$ cat src/rtl/i2ct_pkg.sv
package i2ct_pkg;

    typedef enum logic [2:0] {
        S_IDLE,
        S_RECV,
        S_ACK,
        S_SEND,
        S_MACK,
        S_HOLD
    } state_e;

    typedef enum logic [1:0] {
        PH_ADDR1,
        PH_ADDR2,
        PH_DATA
    } phase_e;

    localparam logic [4:0] TEN_PREFIX = 5'b11110;

endpackage

$ cat src/rtl/i2ct_sync.sv
module i2ct_sync #(
    parameter int unsigned W      = 2,
    parameter int unsigned STAGES = 2
) (
    input  logic         clk,
    input  logic         rst_n,
    input  logic [W-1:0] d_i,
    output logic [W-1:0] q_o
);
    logic [STAGES-1:0][W-1:0] chain_d, chain_q;

    always_comb begin
        chain_d[0] = d_i;
        for (int s = 1; s < STAGES; s++) chain_d[s] = chain_q[s-1];
    end

    always_ff @(posedge clk or negedge rst_n) begin
        if (!rst_n) chain_q <= '1;
        else        chain_q <= chain_d;
    end

    assign q_o = chain_q[STAGES-1];
endmodule

$ cat src/rtl/i2ct_fifo.sv
module i2ct_fifo #(
    parameter int unsigned DW    = 8,
    parameter int unsigned DEPTH = 2,
    localparam int unsigned AW   = (DEPTH > 1) ? $clog2(DEPTH) : 1,
    localparam int unsigned LW   = $clog2(DEPTH + 1)
) (
    input  logic          clk,
    input  logic          rst_n,
    input  logic          push_i,
    input  logic [DW-1:0] wdata_i,
    input  logic          pop_i,
    output logic [DW-1:0] rdata_o,
    output logic [LW-1:0] level_o
);
    typedef struct packed {
        logic [DEPTH-1:0][DW-1:0] mem;
        logic [AW-1:0]            wptr;
        logic [AW-1:0]            rptr;
        logic [LW-1:0]            cnt;
    } fifo_t;

    fifo_t r_q, r_d;
    logic  full, empty, do_push, do_pop;

    assign full    = (r_q.cnt == LW'(DEPTH));
    assign empty   = (r_q.cnt == '0);
    assign do_push = push_i && !full;
    assign do_pop  = pop_i && !empty;

    always_comb begin
        r_d = r_q;
        if (do_push) begin
            r_d.mem[r_q.wptr] = wdata_i;
            r_d.wptr = (r_q.wptr == AW'(DEPTH - 1)) ? '0 : r_q.wptr + AW'(1);
        end
        if (do_pop) begin
            r_d.rptr = (r_q.rptr == AW'(DEPTH - 1)) ? '0 : r_q.rptr + AW'(1);
        end
        r_d.cnt = r_q.cnt + LW'(do_push) - LW'(do_pop);
    end

    always_ff @(posedge clk or negedge rst_n) begin
        if (!rst_n) r_q <= '0;
        else        r_q <= r_d;
    end

    assign rdata_o = r_q.mem[r_q.rptr];
    assign level_o = r_q.cnt;

    // a push into a full queue leaves the level alone
    p_full_push_ignored_r11: assert property (@(posedge clk) disable iff (!rst_n)
        (level_o == LW'(DEPTH) && push_i && !pop_i) |=> $stable(level_o));

    // a pop from an empty queue leaves it empty
    p_empty_pop_ignored_r8: assert property (@(posedge clk) disable iff (!rst_n)
        (level_o == '0 && pop_i && !push_i) |=> (level_o == '0));
endmodule

$ cat src/rtl/i2ct_match.sv
module i2ct_match
    import i2ct_pkg::*;
#(
    parameter int unsigned NADDR = 4,
    localparam int unsigned IW   = $clog2(NADDR)
) (
    input  logic [7:0]          rx_byte_i,
    input  logic                second_i,
    input  logic [NADDR-1:0]    cand_i,
    input  logic                ten_ok_i,
    input  logic [IW-1:0]       ten_idx_i,
    input  logic [NADDR*10-1:0] acfg_i,
    input  logic [NADDR-1:0]    aten_i,
    output logic                hit_o,
    output logic [IW-1:0]       idx_o,
    output logic [NADDR-1:0]    pre_o
);
    logic [NADDR-1:0] full;

    for (genvar gi = 0; gi < NADDR; gi++) begin : g_slot
        logic [9:0] a;
        logic       prefix_ok;
        assign a         = acfg_i[gi*10 +: 10];
        assign prefix_ok = aten_i[gi] && (rx_byte_i[7:3] == TEN_PREFIX)
                           && (rx_byte_i[2:1] == a[9:8]);
        assign full[gi]  = second_i
            ? (cand_i[gi] && (rx_byte_i == a[7:0]))
            : ((!aten_i[gi] && (rx_byte_i[7:1] == a[6:0]))
               || (prefix_ok && rx_byte_i[0] && ten_ok_i && (ten_idx_i == IW'(gi))));
        assign pre_o[gi] = !second_i && prefix_ok && !rx_byte_i[0];
    end

    // lowest matching index wins
    always_comb begin
        idx_o = '0;
        for (int i = NADDR - 1; i >= 0; i--) begin
            if (full[i]) idx_o = IW'(i);
        end
    end

    assign hit_o = |full;
endmodule

$ cat src/rtl/i2c_quad_target.sv
module i2c_quad_target
    import i2ct_pkg::*;
#(
    parameter int unsigned NADDR       = 4,
    parameter int unsigned FIFO_DEPTH  = 2,
    parameter int unsigned SYNC_STAGES = 2
) (
    input  logic                             clk,
    input  logic                             rst_n,
    input  logic                             scl_i,
    input  logic                             sda_i,
    output logic                             scl_oe_o,
    output logic                             sda_oe_o,
    input  logic [NADDR*10-1:0]              addr_cfg_i,
    input  logic [NADDR-1:0]                 addr_ten_i,
    input  logic                             nack_i,
    output logic [7:0]                       rx_data_o,
    input  logic                             rx_pop_i,
    output logic [$clog2(FIFO_DEPTH+1)-1:0]  rx_level_o,
    input  logic [7:0]                       tx_data_i,
    input  logic                             tx_push_i,
    output logic [$clog2(FIFO_DEPTH+1)-1:0]  tx_level_o,
    output logic                             match_o,
    output logic [$clog2(NADDR)-1:0]         match_idx_o,
    output logic                             read_o,
    output logic                             stop_o
);
    localparam int unsigned IW  = $clog2(NADDR);
    localparam int unsigned LVW = $clog2(FIFO_DEPTH + 1);

    typedef struct packed {
        state_e               st;
        phase_e               ph;
        logic [3:0]           cnt;
        logic [7:0]           sh;
        logic                 sda_oe;
        logic                 scl_oe;
        logic                 next_send;
        logic                 hold_tx;
        logic                 busy;
        logic                 match;
        logic [IW-1:0]        idx;
        logic                 rd;
        logic                 stop;
        logic                 ten_ok;
        logic [NADDR-1:0]     cand;
        logic [NADDR*10-1:0]  acfg;
        logic [NADDR-1:0]     aten;
        logic                 scl_p;
        logic                 sda_p;
    } regs_t;

    regs_t r, n;
    logic  scl_s, sda_s;
    logic  scl_rise, scl_fall, start_det, stop_det;
    logic  rx_push, tx_pop, rx_full, tx_empty;
    logic  m_hit;
    logic [IW-1:0]    m_idx;
    logic [NADDR-1:0] m_pre;
    logic [7:0]       tx_head;

    i2ct_sync #(.W(2), .STAGES(SYNC_STAGES)) u_sync (
        .clk(clk), .rst_n(rst_n), .d_i({scl_i, sda_i}), .q_o({scl_s, sda_s})
    );

    i2ct_match #(.NADDR(NADDR)) u_match (
        .rx_byte_i(r.sh), .second_i(r.ph == PH_ADDR2), .cand_i(r.cand),
        .ten_ok_i(r.ten_ok), .ten_idx_i(r.idx), .acfg_i(r.acfg), .aten_i(r.aten),
        .hit_o(m_hit), .idx_o(m_idx), .pre_o(m_pre)
    );

    i2ct_fifo #(.DW(8), .DEPTH(FIFO_DEPTH)) u_rxq (
        .clk(clk), .rst_n(rst_n), .push_i(rx_push), .wdata_i(r.sh),
        .pop_i(rx_pop_i), .rdata_o(rx_data_o), .level_o(rx_level_o)
    );

    i2ct_fifo #(.DW(8), .DEPTH(FIFO_DEPTH)) u_txq (
        .clk(clk), .rst_n(rst_n), .push_i(tx_push_i), .wdata_i(tx_data_i),
        .pop_i(tx_pop), .rdata_o(tx_head), .level_o(tx_level_o)
    );

    assign scl_rise  = scl_s && !r.scl_p;
    assign scl_fall  = !scl_s && r.scl_p;
    assign start_det = scl_s && r.scl_p && r.sda_p && !sda_s;
    assign stop_det  = scl_s && r.scl_p && !r.sda_p && sda_s;
    assign rx_full   = (rx_level_o == LVW'(FIFO_DEPTH));
    assign tx_empty  = (tx_level_o == '0);

    // start a transmit byte, or stretch until the queue has one
    function automatic regs_t begin_tx(regs_t x, logic empty, logic [7:0] d);
        if (empty) begin
            x.st = S_HOLD; x.hold_tx = 1'b1; x.scl_oe = 1'b1; x.sda_oe = 1'b0;
        end else begin
            x.st = S_SEND; x.sh = d; x.sda_oe = !d[7]; x.cnt = '0; x.scl_oe = 1'b0;
        end
        return x;
    endfunction

    always_comb begin
        n = r;
        n.stop  = 1'b0;
        n.scl_p = scl_s;
        n.sda_p = sda_s;
        if (!r.busy) begin
            n.acfg = addr_cfg_i;
            n.aten = addr_ten_i;
        end
        if (stop_det) begin
            n.st = S_IDLE; n.busy = 1'b0; n.match = 1'b0; n.ten_ok = 1'b0;
            n.sda_oe = 1'b0; n.scl_oe = 1'b0; n.stop = 1'b1;
        end else if (start_det) begin
            n.st = S_RECV; n.ph = PH_ADDR1; n.cnt = '0; n.busy = 1'b1;
            n.match = 1'b0; n.sda_oe = 1'b0; n.scl_oe = 1'b0;
        end else begin
            unique case (r.st)
                S_RECV: begin
                    if (scl_rise && r.cnt < 4'd8) begin
                        n.sh  = {r.sh[6:0], sda_s};
                        n.cnt = r.cnt + 4'd1;
                    end else if (scl_fall && r.cnt == 4'd8) begin
                        unique case (r.ph)
                            PH_ADDR1: begin
                                if (m_hit) begin
                                    n.match = 1'b1; n.idx = m_idx; n.rd = r.sh[0];
                                    n.next_send = r.sh[0]; n.ph = PH_DATA;
                                    n.st = S_ACK; n.sda_oe = 1'b1;
                                end else if (|m_pre) begin
                                    n.cand = m_pre; n.ph = PH_ADDR2; n.next_send = 1'b0;
                                    n.st = S_ACK; n.sda_oe = 1'b1;
                                end else begin
                                    n.st = S_IDLE;
                                end
                            end
                            PH_ADDR2: begin
                                if (m_hit) begin
                                    n.match = 1'b1; n.idx = m_idx; n.rd = 1'b0;
                                    n.ten_ok = 1'b1; n.ph = PH_DATA; n.next_send = 1'b0;
                                    n.st = S_ACK; n.sda_oe = 1'b1;
                                end else begin
                                    n.st = S_IDLE;
                                end
                            end
                            default: begin
                                if (rx_full) begin
                                    n.st = S_HOLD; n.hold_tx = 1'b0; n.scl_oe = 1'b1;
                                end else begin
                                    n.st = S_ACK; n.sda_oe = !nack_i;
                                end
                            end
                        endcase
                    end
                end
                S_ACK: begin
                    if (scl_fall) begin
                        n.sda_oe = 1'b0;
                        if (r.next_send) begin
                            n = begin_tx(n, tx_empty, tx_head);
                        end else begin
                            n.st = S_RECV; n.cnt = '0;
                        end
                    end
                end
                S_HOLD: begin
                    if (r.hold_tx) begin
                        if (!tx_empty) n = begin_tx(n, 1'b0, tx_head);
                    end else if (!rx_full) begin
                        n.st = S_ACK; n.sda_oe = !nack_i; n.scl_oe = 1'b0;
                    end
                end
                S_SEND: begin
                    if (scl_rise) begin
                        n.cnt = r.cnt + 4'd1;
                    end else if (scl_fall) begin
                        if (r.cnt == 4'd8) begin
                            n.sda_oe = 1'b0; n.st = S_MACK;
                        end else begin
                            n.sh = {r.sh[6:0], 1'b0}; n.sda_oe = !r.sh[6];
                        end
                    end
                end
                S_MACK: begin
                    if (scl_rise) begin
                        n.next_send = !sda_s;
                    end else if (scl_fall) begin
                        if (r.next_send) n = begin_tx(n, tx_empty, tx_head);
                        else             n.st = S_IDLE;
                    end
                end
                default: ;
            endcase
        end
    end

    assign tx_pop  = (n.st == S_SEND) && (r.st != S_SEND);
    assign rx_push = (n.st == S_ACK) && (r.st != S_ACK) && (r.ph == PH_DATA);

    always_ff @(posedge clk or negedge rst_n) begin
        if (!rst_n) begin
            r       <= '0;
            r.st    <= S_IDLE;
            r.ph    <= PH_ADDR1;
            r.scl_p <= 1'b1;
            r.sda_p <= 1'b1;
        end else begin
            r <= n;
        end
    end

    assign scl_oe_o    = r.scl_oe;
    assign sda_oe_o    = r.sda_oe;
    assign match_o     = r.match;
    assign match_idx_o = r.idx;
    assign read_o      = r.rd;
    assign stop_o      = r.stop;

    // SDA is only taken low in a cycle that follows a low SCL
    p_sda_low_phase_r1: assert property (@(posedge clk) disable iff (!rst_n)
        $rose(sda_oe_o) |-> !$past(scl_s));

    // stretching starts only on a full receive or empty transmit queue
    p_stretch_cause_r9: assert property (@(posedge clk) disable iff (!rst_n)
        $rose(scl_oe_o) |-> ($past(rx_level_o) == LVW'(FIFO_DEPTH) || $past(tx_level_o) == '0));

    // a stop leaves the block unaddressed with both lines released
    p_stop_release_r6: assert property (@(posedge clk) disable iff (!rst_n)
        stop_o |-> (!match_o && !sda_oe_o && !scl_oe_o));

    // the address shadow is frozen while a transfer is open
    p_cfg_frozen_r7: assert property (@(posedge clk) disable iff (!rst_n)
        $past(r.busy) |-> ($stable(r.acfg) && $stable(r.aten)));
endmodule

$ cat config.mk
export PLATFORM = sky130hd
export DESIGN_NAME = i2c_quad_target
export DESIGN_NICKNAME = d
export VERILOG_FILES = /design/src/rtl/i2ct_pkg.sv /design/src/rtl/i2ct_sync.sv /design/src/rtl/i2ct_fifo.sv /design/src/rtl/i2ct_match.sv /design/src/rtl/i2c_quad_target.sv
export SDC_FILE = /design/constraint.sdc
export NUM_CORES = 1
export LEC_CHECK = 0
export ABC_AREA = 1
export BUFFER_PORTS_ARGS = -buffer_cell sky130_fd_sc_hd__clkbuf_2
export CAP_MARGIN = 0
export CORE_ASPECT_RATIO = 1.75
export CORE_MARGIN = 1
export CORE_UTILIZATION = 65
export DETAILED_ROUTE_END_ITERATION = 8
export PLACE_DENSITY = 0.95
export SLEW_MARGIN = 15
export SYNTH_ARGS = -nofsm -noshare
export SYNTH_HDL_FRONTEND = slang
export SYNTH_HIERARCHICAL = 1
export SYNTH_SLANG_ARGS = --single-unit
$ cat constraint.sdc
create_clock -name clk -period 7.9 [get_ports clk]
set_clock_uncertainty 0.1 [all_clocks]
set_input_delay 0.79 -clock clk [delete_from_list [all_inputs] [get_ports clk]]
set_output_delay 0.79 -clock clk [all_outputs]
set_load 0.05 [all_outputs]
# Yosys cells after proc, flatten, opt, wreduce, memory -nomap -nowiden
# Cells that the tools add are included.
# Widths: inputs -> output; s select.
# word_totals
out_inout_bits	19
register_bits	122
# classes
n_reduce_logical	108
n_mux	113
magnitude_cmp	7
addsub	9
bitwise	3
n_eq_ne	89
# op_table
op	n
$mux 78	7
$pmux 46 s3	1
$mux 73	1
$mux 69	1
$pmux 13 s5	1
$ne 4x4->1 const B	15
$mux 59	1
$mux 58	1
$mux 8	7
$logic_and 1x1->1	54
$mux 52	1
$mux 12	4
$reduce_and 12->1	4
$mux 46	1
$mux 4	11
$mux 44	1
$ne 3x3->1 const B	13
$ne 2x2->1 const B	18
$bwmux 16	2
$eq 8x8->1	4
$mux 2	16
$mux 3	10
$eq 7x7->1	4
$reduce_and 14->1	2
other kinds (53)	149

# Longest topological paths before layout
# Gate-level depths: netlist of the first run.
# logic_depth
word_depth	22
ltp_mapped	32

# Modules after synthesis
# The synthesis of the first run kept the hierarchy.
# by_module_without_submodules
mod	cells_per_inst	area_each_um2	instances	seq_area_each_um2
i2c_quad_target	605	4269.1	1	1954.4
i2ct_match	269	1291.2	1	0.0
i2ct_fifo (u_txq)	126	1017.2	1	500.5
i2ct_fifo (u_rxq)	127	1007.2	1	500.5
i2ct_sync	4	105.1	1	105.1

# Least setup slack after synthesis of the first run
# Ideal clock, no wire load.
# synth_timing
path_kind	reg2reg
from	reg r[74] (netlist name)
to	reg u_rxq.r_q, in the netlist u_rxq/level_o[1]
arrival_ns	3.061
stages_incl_launch_ff	28
path_slack_ns	4.622
t_required_ns	7.684
period_less_slack_ns	3.278
cell_sequence	dfrtp_1 buf_2 nor2_1 nand3_1 nor2_1 nand3_1 nor2_1 a21oi_1 nor2b_2 nand2_1 inv_1 nand2_1 inv_1 nor2_1 nand3_1 nand3_1 nand3b_1 nor2_1 buf_4 buf_2 nand3_1 nand2_1 ha_1 inv_1 nand2_1 nand2_1 nand3_1 nand2_1
# synth_lines
item	line_no	rtl
start: declaration	i2c_quad_target.sv:53	regs_t r, n;
start signal: assignment	i2c_quad_target.sv:205	r <= n;
end signal: assignment	i2ct_fifo.sv:44	else r_q <= r_d;
end: declaration	i2ct_fifo.sv:22	fifo_t r_q, r_d;

==> out/metrics.cfg, run 1 <==
[final_layout]
num_antenna_cells = 0
num-fill-cells = 908
nets = 1256
share_of_layout_cells_above_drive_strength_1_pct = 13.39
layout-area-overhead-vs-synth_pct = 11.81
final_area_um2 = 8598

[power]
power_mw = 3.162
p_leak_nw = 4.700
netSwitchingPower_mw = 1.464
worst_vdd_drop_mv = 0.2982
power.sequential.fraction_pct = 33.5
clkPwrFrac_pct = 25.5
p_comb_share_pct = 41.1
pwr_dens_nw_per_um2 = 367.7
p_int_mw = 1.698
sw_frac_of_total_pct = 46.31

[clock_tree]
cts_num_sinks = 122
clk_path_buf_depth = 2
tritoncts = built
cts_hold_buffers = 0
cts_post_setup_buffers_inserted = 0
master_cell_of_the_clock_root_buffer = sky130_fd_sc_hd__clkbuf_16
htreeDepth = 4
tritoncts.num_buffers = 17
cts_resized = 0
clock_pin_slew_worst_setup_and_hold_paths_ns = 0.06
insertion_delay_ns = 0.43

[synthesis]
synth_area_leaders = sky130_fd_sc_hd__dfrtp_1 38%, sky130_fd_sc_hd__nand2_1 24%, sky130_fd_sc_hd__nor2_1 4.9%
synth-seq-area-share_pct = 39.80
syn_warnings = 6
ys.flop_type = sky130_fd_sc_hd__dfrtp_1
yosys_register_bits = 122
cell_count_after_synthesis = 1131
synth_area_um2 = 7690
yosysTopAreaCellShare_pct = 37.75
ys_async_sr_fraction_pct = 100.0
synth_nets = 1198
synth_area_leader_cell = sky130_fd_sc_hd__dfrtp_1
synth_commonest_cells = 486 x sky130_fd_sc_hd__nand2_1, 116 x sky130_fd_sc_hd__dfrtp_1, 100 x sky130_fd_sc_hd__nor2_1
dominant_cell_by_count_in_the_synthesized_netlist = sky130_fd_sc_hd__nand2_1
synth_edf_count = 0
synth.avg_cell_area_um2 = 6.799
yosys.cell_types.count = 45

[routing]
detailedRoute.firstIterationViolations = 647
drt_antenna_net_count = 0
avgViaCountPerCell = 5.910
drt_first_pass_iters = 8
drt_wl_total_um = 22900
wl_per_cell_um = 17.13
via_count = 7902
remaining_drc_errors = 15

[sta]
setup_repair_after_global_routing_missed_its_margin = no
worst_slew_pin_slew_ns = 0.9889
maxSlewHeadroom_pct = 33.47
setup_violations = 0
timing.hold.ws_ns = 0.2571
max_clock_freq_mhz = 210.9
slew_violations = 0
min_period_ns = 4.741
period_share_pct = 60.01
finalHoldViolCount = 0
fin_tns_setup_ns = 0

[floorplanning]
die-height_um = 145.9
io_pins = 78
floorplan_die_area_um2 = 12290
die_x_um = 84.22
effective_utilization_at_floorplan_pct = 66.78
coreArea_um2 = 11520
placement_rows = 52

[placed_design]
hpwl_um = 16000
routabilityCongestion = 1.031
placedInstanceArea_um2 = 7988
port_buffers = 77

[global_route]
antenna_found_initial = 0
busiest_layer = met2
grt_overflow_total = 0
met3_layer_usage_reported_by_global_route_pct = 9.699
grt.met2_usage_pct = 68.89
grt_start_max_net_pins = 76
grt_use_total_pct = 39.41
gr-usage-met1_pct = 39.52
grt_first_pass_wirelength_um = 37320
vias_in_the_first_global_route = 7875

[critical_path]
setup_crit_end_kind = flop
critPathMaxFanout = 20
crit_type = reg -> reg
required_ns = 8.12
worstPathArrival_ns = 4.96
startpoint_type = flop

[worst_hold_path]
hold_path_class = reg -> reg

[outcome]
failing_checks = design-rule violations
run_status = complete, but fails checks

[flow_run]
cap_violations = 0

[path summary, 6_finish.rpt]
check | endpoint | startpoint | slack (ns) | cells after the start
setup reg to reg | u_rxq/level_o[1] | r[61] | 3.16 | 26
max in group asynchronous | r[69] | rst_n | 6.09 | 2
hold reg to reg | u_sync/q_o[0] | u_sync/chain_d[2] | 0.26 | 0
min in group asynchronous | r[44] | rst_n | 0.27 | 1
setup / recovery | u_rxq/level_o[1] | r[61] | 3.16 | 26
hold / removal | u_sync/q_o[0] | u_sync/chain_d[2] | 0.26 | 0
[area by class of cell]
cell class / instances / area, um2 / area share, %
Clock buffer: 20 / 446.7 / 5.195
Tap cell: 135 / 168.9 / 1.964
Multi-Input combinational cell: 858 / 3935 / 45.77
Inverter: 110 / 415.4 / 4.831
Sequential cell: 122 / 3060 / 35.59
Timing Repair Buffer: 80 / 410.4 / 4.773
Clock inverter: 12 / 161.4 / 1.877
[flip-flops by register name (all words and copies together) (netlist names)]
| signal | cells |
|---|---|
| u_rxq/level_o | 2 |
| u_rxq/r_q | 18 |
| scl_oe_o | 1 |
| u_txq/r_q | 18 |
| u_txq/level_o | 2 |
| r | 71 |
| read_o | 1 |
| match_o | 1 |
| sda_oe_o | 1 |
| u_sync/chain_d | 2 |
| match_idx_o | 2 |
| u_sync/q_o | 2 |
| stop_o | 1 |
[kinds of logic (layout without fill, tap and decap cells)]
| group | Yosys count | in the layout | share of synthesized area (%) |
|---|---|---|---|
| DFF | 122 | 122 | 39.80 |
| adders and majority gates | 8 | 8 | 1.302 |
| buffers and inverters | 151 | 222 | 9.063 |
| AOI/OAI and AO/OA | 89 | 89 | 6.509 |
| and+or+nand+nor | 738 | 738 | 40.71 |
| xor gates and xnor gates | 23 | 23 | 2.620 |
[power by group through the flow]
| stage | clock network (mW) | registers (mW) | logic [mW] |
|---|---|---|---|
| floorplan | 0 | 0.935 | 1.07 |
| global placement | 0 | 1.04 | 1.22 |
| detailed placement | 0 | 1.05 | 1.24 |
| CTS | 0.812 | 1.04 | 1.26 |
| global route | 0.832 | 1.07 | 1.44 |
| finish | 0.805 | 1.06 | 1.30 |
[routing by layer]
metal / wire length [um] / share of wire [%] / up-vias
li1: - / - / 3695
met5: 0 / 0 / -
met1: 7756 / 34 / 3603
met4: 1855 / 8.1 / 0
met2: 11580 / 51 / 440
met3: 1714 / 7.5 / 164
[critical path, cell delays in order (launching register included)]
cell and delay, ns:
sky130_fd_sc_hd__dfrtp_1 0.66, sky130_fd_sc_hd__nand2_1 0.22, sky130_fd_sc_hd__nor3_1 0.77, sky130_fd_sc_hd__nand4_1 0.23
sky130_fd_sc_hd__nand2_1 0.13, sky130_fd_sc_hd__nand2_1 0.06, sky130_fd_sc_hd__nand2_1 0.13, sky130_fd_sc_hd__nor2b_2 0.06
sky130_fd_sc_hd__nand2_1 0.12, sky130_fd_sc_hd__inv_1 0.10, sky130_fd_sc_hd__nand2_1 0.10, sky130_fd_sc_hd__inv_1 0.06
sky130_fd_sc_hd__nor2_1 0.09, sky130_fd_sc_hd__nand3_1 0.08, sky130_fd_sc_hd__nand3_1 0.13, sky130_fd_sc_hd__nand3b_1 0.13
sky130_fd_sc_hd__nor2_2 0.61, sky130_fd_sc_hd__nand2_2 0.13, sky130_fd_sc_hd__nand2_1 0.12, sky130_fd_sc_hd__nand2_1 0.06
sky130_fd_sc_hd__ha_1 0.20, sky130_fd_sc_hd__inv_1 0.06, sky130_fd_sc_hd__nand2_1 0.05, sky130_fd_sc_hd__nand2_1 0.07
sky130_fd_sc_hd__inv_1 0.04, sky130_fd_sc_hd__nand2_1 0.05, sky130_fd_sc_hd__nand2_1 0.04
[stage by stage]
stage,setup slack (ns),instances,util (%)
after floorplan,4.622,1131,-
after global placement,3.633,1305,69.36
after detailed placement,3.450,1305,69.36
after CTS,3.367,1337,74.64
after global routing,2.799,1337,74.66
final,3.159,1337,74.66
[placed cells by master (no fill, tap or decap), types with 4 or more instances in the layout]
cell type and instances:
sky130_fd_sc_hd__nor2_2 9, sky130_fd_sc_hd__nand2_2 9, sky130_fd_sc_hd__nand2_1 486, sky130_fd_sc_hd__dfrtp_1 116
sky130_fd_sc_hd__o21ai_1 8, sky130_fd_sc_hd__ha_1 8, sky130_fd_sc_hd__clkbuf_16 17, sky130_fd_sc_hd__xnor2_1 15
sky130_fd_sc_hd__a21oi_1 18, sky130_fd_sc_hd__nor3_1 9, sky130_fd_sc_hd__inv_6 4, sky130_fd_sc_hd__o21ai_0 39
sky130_fd_sc_hd__o211ai_1 4, sky130_fd_sc_hd__nor2_1 99, sky130_fd_sc_hd__xor2_1 8, sky130_fd_sc_hd__nand4_1 47
sky130_fd_sc_hd__inv_2 9, sky130_fd_sc_hd__nand3_1 59, sky130_fd_sc_hd__nand3_2 5, sky130_fd_sc_hd__clkbuf_2 76
sky130_fd_sc_hd__o22ai_1 5, sky130_fd_sc_hd__dfstp_2 6, sky130_fd_sc_hd__buf_4 4, sky130_fd_sc_hd__inv_1 98
sky130_fd_sc_hd__a22oi_1 7
No activity file was read; power rests on OpenSTA's default activity.
==> inputs of run 2 (changes only) <==
--- a/config.mk
+++ b/config.mk
@@ -10,9 +10,9 @@
 export CAP_MARGIN = 0
 export CORE_ASPECT_RATIO = 1.75
 export CORE_MARGIN = 1
-export CORE_UTILIZATION = 65
+export CORE_UTILIZATION = 54
 export DETAILED_ROUTE_END_ITERATION = 8
-export PLACE_DENSITY = 0.95
+export PLACE_DENSITY = 0.89
 export SLEW_MARGIN = 15
 export SYNTH_ARGS = -nofsm -noshare
 export SYNTH_HDL_FRONTEND = slang
==> constraint.sdc (replaced) <==
create_clock -name clk -period 4.15 [get_ports clk]
set_clock_uncertainty 0.1 [all_clocks]
set_input_delay 0.415 -clock clk [delete_from_list [all_inputs] [get_ports clk]]
set_output_delay 0.415 -clock clk [all_outputs]
set_load 0.05 [all_outputs]
==> run 2 against run 1 <==
Compared with the run above:
- the flow finishes with violations (negative hold slack)
- sequential cell count unchanged
- sequential share of layout area decreased by 0.49 points
- first-iteration DRC count decreased by 4.9%
- final area increased by 1.4%
- clock power increased by 83%
- count of clock-buffer cells in the layout unchanged
- die area increased by 20%
- combinational power increased by 93%
- non-clock buffer count increased by 11
- largest power group unchanged
- highest routed layer unchanged
==> out/metrics.cfg, run 2 (synthesized netlist as in run 1, its figures left out) <==
[placed_design]
placed_cells_incl_taps = 1356
routabilityCongestion = 0.9892
hpwl_um = 16150
port_buffers = 77

[sta]
fin_tns_setup_ns = 0
min_period_ns = 3.923
period_share_pct = 94.53
max_clock_freq_mhz = 254.9
setup_violations = 0
setup_repair_after_global_routing_missed_its_margin = no
timing.hold.ws_ns = -0.003938
worst_slew_pin_slew_ns = 0.8667
maxSlewHeadroom_pct = 42.22
finalHoldViolCount = 2
slew_violations = 0

[final_layout]
layout-area-overhead-vs-synth_pct = 13.36
layout.cells.most_common = sky130_fd_sc_hd__nand2_1
registers.top_by_ff_count = r
largest_register_ff_count = 71
num-fill-cells = 1246
area_of_the_multi_input_gates_um2 = 3933
nets = 1267
reg_top3 = r: 71 flops, u_rxq/r_q: 18 flops, u_txq/r_q: 18 flops
most-common-layout-cells = 486 x sky130_fd_sc_hd__nand2_1, 116 x sky130_fd_sc_hd__dfrtp_1, 100 x sky130_fd_sc_hd__nor2_1
fin_cells = 1390
seqCellArea_um2 = 3060
share_of_layout_cells_above_drive_strength_1_pct = 13.93
num_antenna_cells = 0

[clock_tree]
master_cell_of_the_clock_root_buffer = sky130_fd_sc_hd__clkbuf_16
cts_post_setup_buffers_inserted = 0
htreeDepth = 4
insertion_delay_ns = 0.43
clk_path_buf_depth = 2
cts_num_sinks = 122
tritoncts = built
tritoncts.num_buffers = 17
clock_pin_slew_worst_setup_and_hold_paths_ns = 0.06

[floorplanning]
floorplan_die_area_um2 = 14740
placement_rows = 57
die-height_um = 159.9
coreArea_um2 = 13910
io_pins = 78
die_x_um = 92.21
effective_utilization_at_floorplan_pct = 55.29

[routing]
detailedRoute.firstIterationViolations = 615
drt_antenna_net_count = 0
wl_per_cell_um = 15.97
drt_first_pass_iters = 7
avgViaCountPerCell = 5.617
remaining_drc_errors = 0
via_count = 7807
drt_wl_total_um = 22190

[outcome]
run_status = complete, but fails checks
failing_checks = negative hold slack

[global_route]
vias_in_the_first_global_route = 7504
antenna_found_initial = 0
grt_overflow_total = 0
grt_first_pass_wirelength_um = 35960
grt_use_total_pct = 31.70
grt_start_max_net_pins = 69

[power]
p_leak_nw = 4.743
worst_vdd_drop_mv = 0.3919
pwr_dens_nw_per_um2 = 680.4

[critical_path]
crit_type = reg -> reg
critPathMaxFanout = 19
startpoint_type = flop
setup_crit_end_kind = flop
required_ns = 4.36
worstPathArrival_ns = 4.13

[worst_hold_path]
hold_path_class = in -> async

[flow_run]
cap_violations = 0

-- run 2: stage by stage --
step | setup WS [ns] | total power, mW | cell area [um2] | utilization, %
final | 0.2270 | 5.931 | 8717 | 62.68
after global routing | 0.01036 | 6.334 | 8717 | 62.68
after CTS | 0.3694 | 5.890 | 8713 | 62.65
after detailed placement | 0.4178 | 4.397 | 8108 | 58.30
after global placement | 0.5581 | 4.350 | 8108 | 58.30
after floorplan | 0.8724 | 3.816 | 7690 | -
-- run 2: repair_timing --
item                                    CTS  global route
gates resized for setup                   0             1
endpoints found under the hold margin     2             0
hold buffers                              2             0
endpoints found under the setup margin    0             1
-- run 2: power breakdown --
part | leakage (nW) | internal (mW) | total, mW | switching, mW
clock network | 0.274 | 0.906 | 1.47 | 0.567
logic | 2.93 | 0.802 | 2.51 | 1.70
registers | 1.54 | 1.49 | 1.95 | 0.459
-- run 2: critical path, cell delays in order, from the launching register on --
cell and delay (ns):
sky130_fd_sc_hd__dfrtp_1 0.53, sky130_fd_sc_hd__nor2_1 0.19, sky130_fd_sc_hd__buf_4 0.18, sky130_fd_sc_hd__nand2_1 0.15, sky130_fd_sc_hd__a21oi_1 0.16, sky130_fd_sc_hd__nand3_1 0.10, sky130_fd_sc_hd__nor2_1 0.24, sky130_fd_sc_hd__inv_1 0.08
sky130_fd_sc_hd__nand2_1 0.09, sky130_fd_sc_hd__nor2_1 0.05, sky130_fd_sc_hd__nand2_1 0.13, sky130_fd_sc_hd__inv_1 0.10, sky130_fd_sc_hd__nand2_1 0.10, sky130_fd_sc_hd__inv_1 0.06, sky130_fd_sc_hd__nor2_1 0.10, sky130_fd_sc_hd__nand3_1 0.09
sky130_fd_sc_hd__nand3_1 0.12, sky130_fd_sc_hd__nand3b_1 0.09, sky130_fd_sc_hd__nor2_1 0.27, sky130_fd_sc_hd__buf_6 0.23, sky130_fd_sc_hd__nand3_1 0.11, sky130_fd_sc_hd__nand2_1 0.09, sky130_fd_sc_hd__ha_1 0.15, sky130_fd_sc_hd__nand2_1 0.05
sky130_fd_sc_hd__nand2_1 0.10, sky130_fd_sc_hd__inv_1 0.04, sky130_fd_sc_hd__nand2_1 0.05, sky130_fd_sc_hd__nand2_1 0.04
-- run 2: cell type report --
class,count,share of cell area [%]
multi-input cells,858,45.11
inverters,110,4.765
repair buffers,91,5.756
clock buffers,20,5.124
clock inverters,12,1.593
flip-flops and latches,122,35.11
well taps,177,2.541
-- run 2: routing by layer --
metal | track usage [%] | routed length (um) | vias up
met3 | 5.571 | 1507 | 129
met5 | 0 | 0 | -
met4 | 21.80 | 1600 | 0
met2 | 55.56 | 11200 | 426
met1 | 34.07 | 7883 | 3531
li1 | - | - | 3721
-- run 2: path summary, 6_finish.rpt --
check	startpoint	to	slack, ns	depth (start not counted)
setup / recovery	r[74]	u_rxq/level_o[1]	0.23	27
hold / removal	rst_n	r[18]	-0.004	1
setup reg to reg	r[74]	u_rxq/level_o[1]	0.23	27
hold reg to reg	u_sync/chain_d[2]	u_sync/q_o[0]	0.26	0
max in group asynchronous	rst_n	r[61]	3.01	2
min in group clk	addr_cfg_i[31]	r[37]	0.08	3
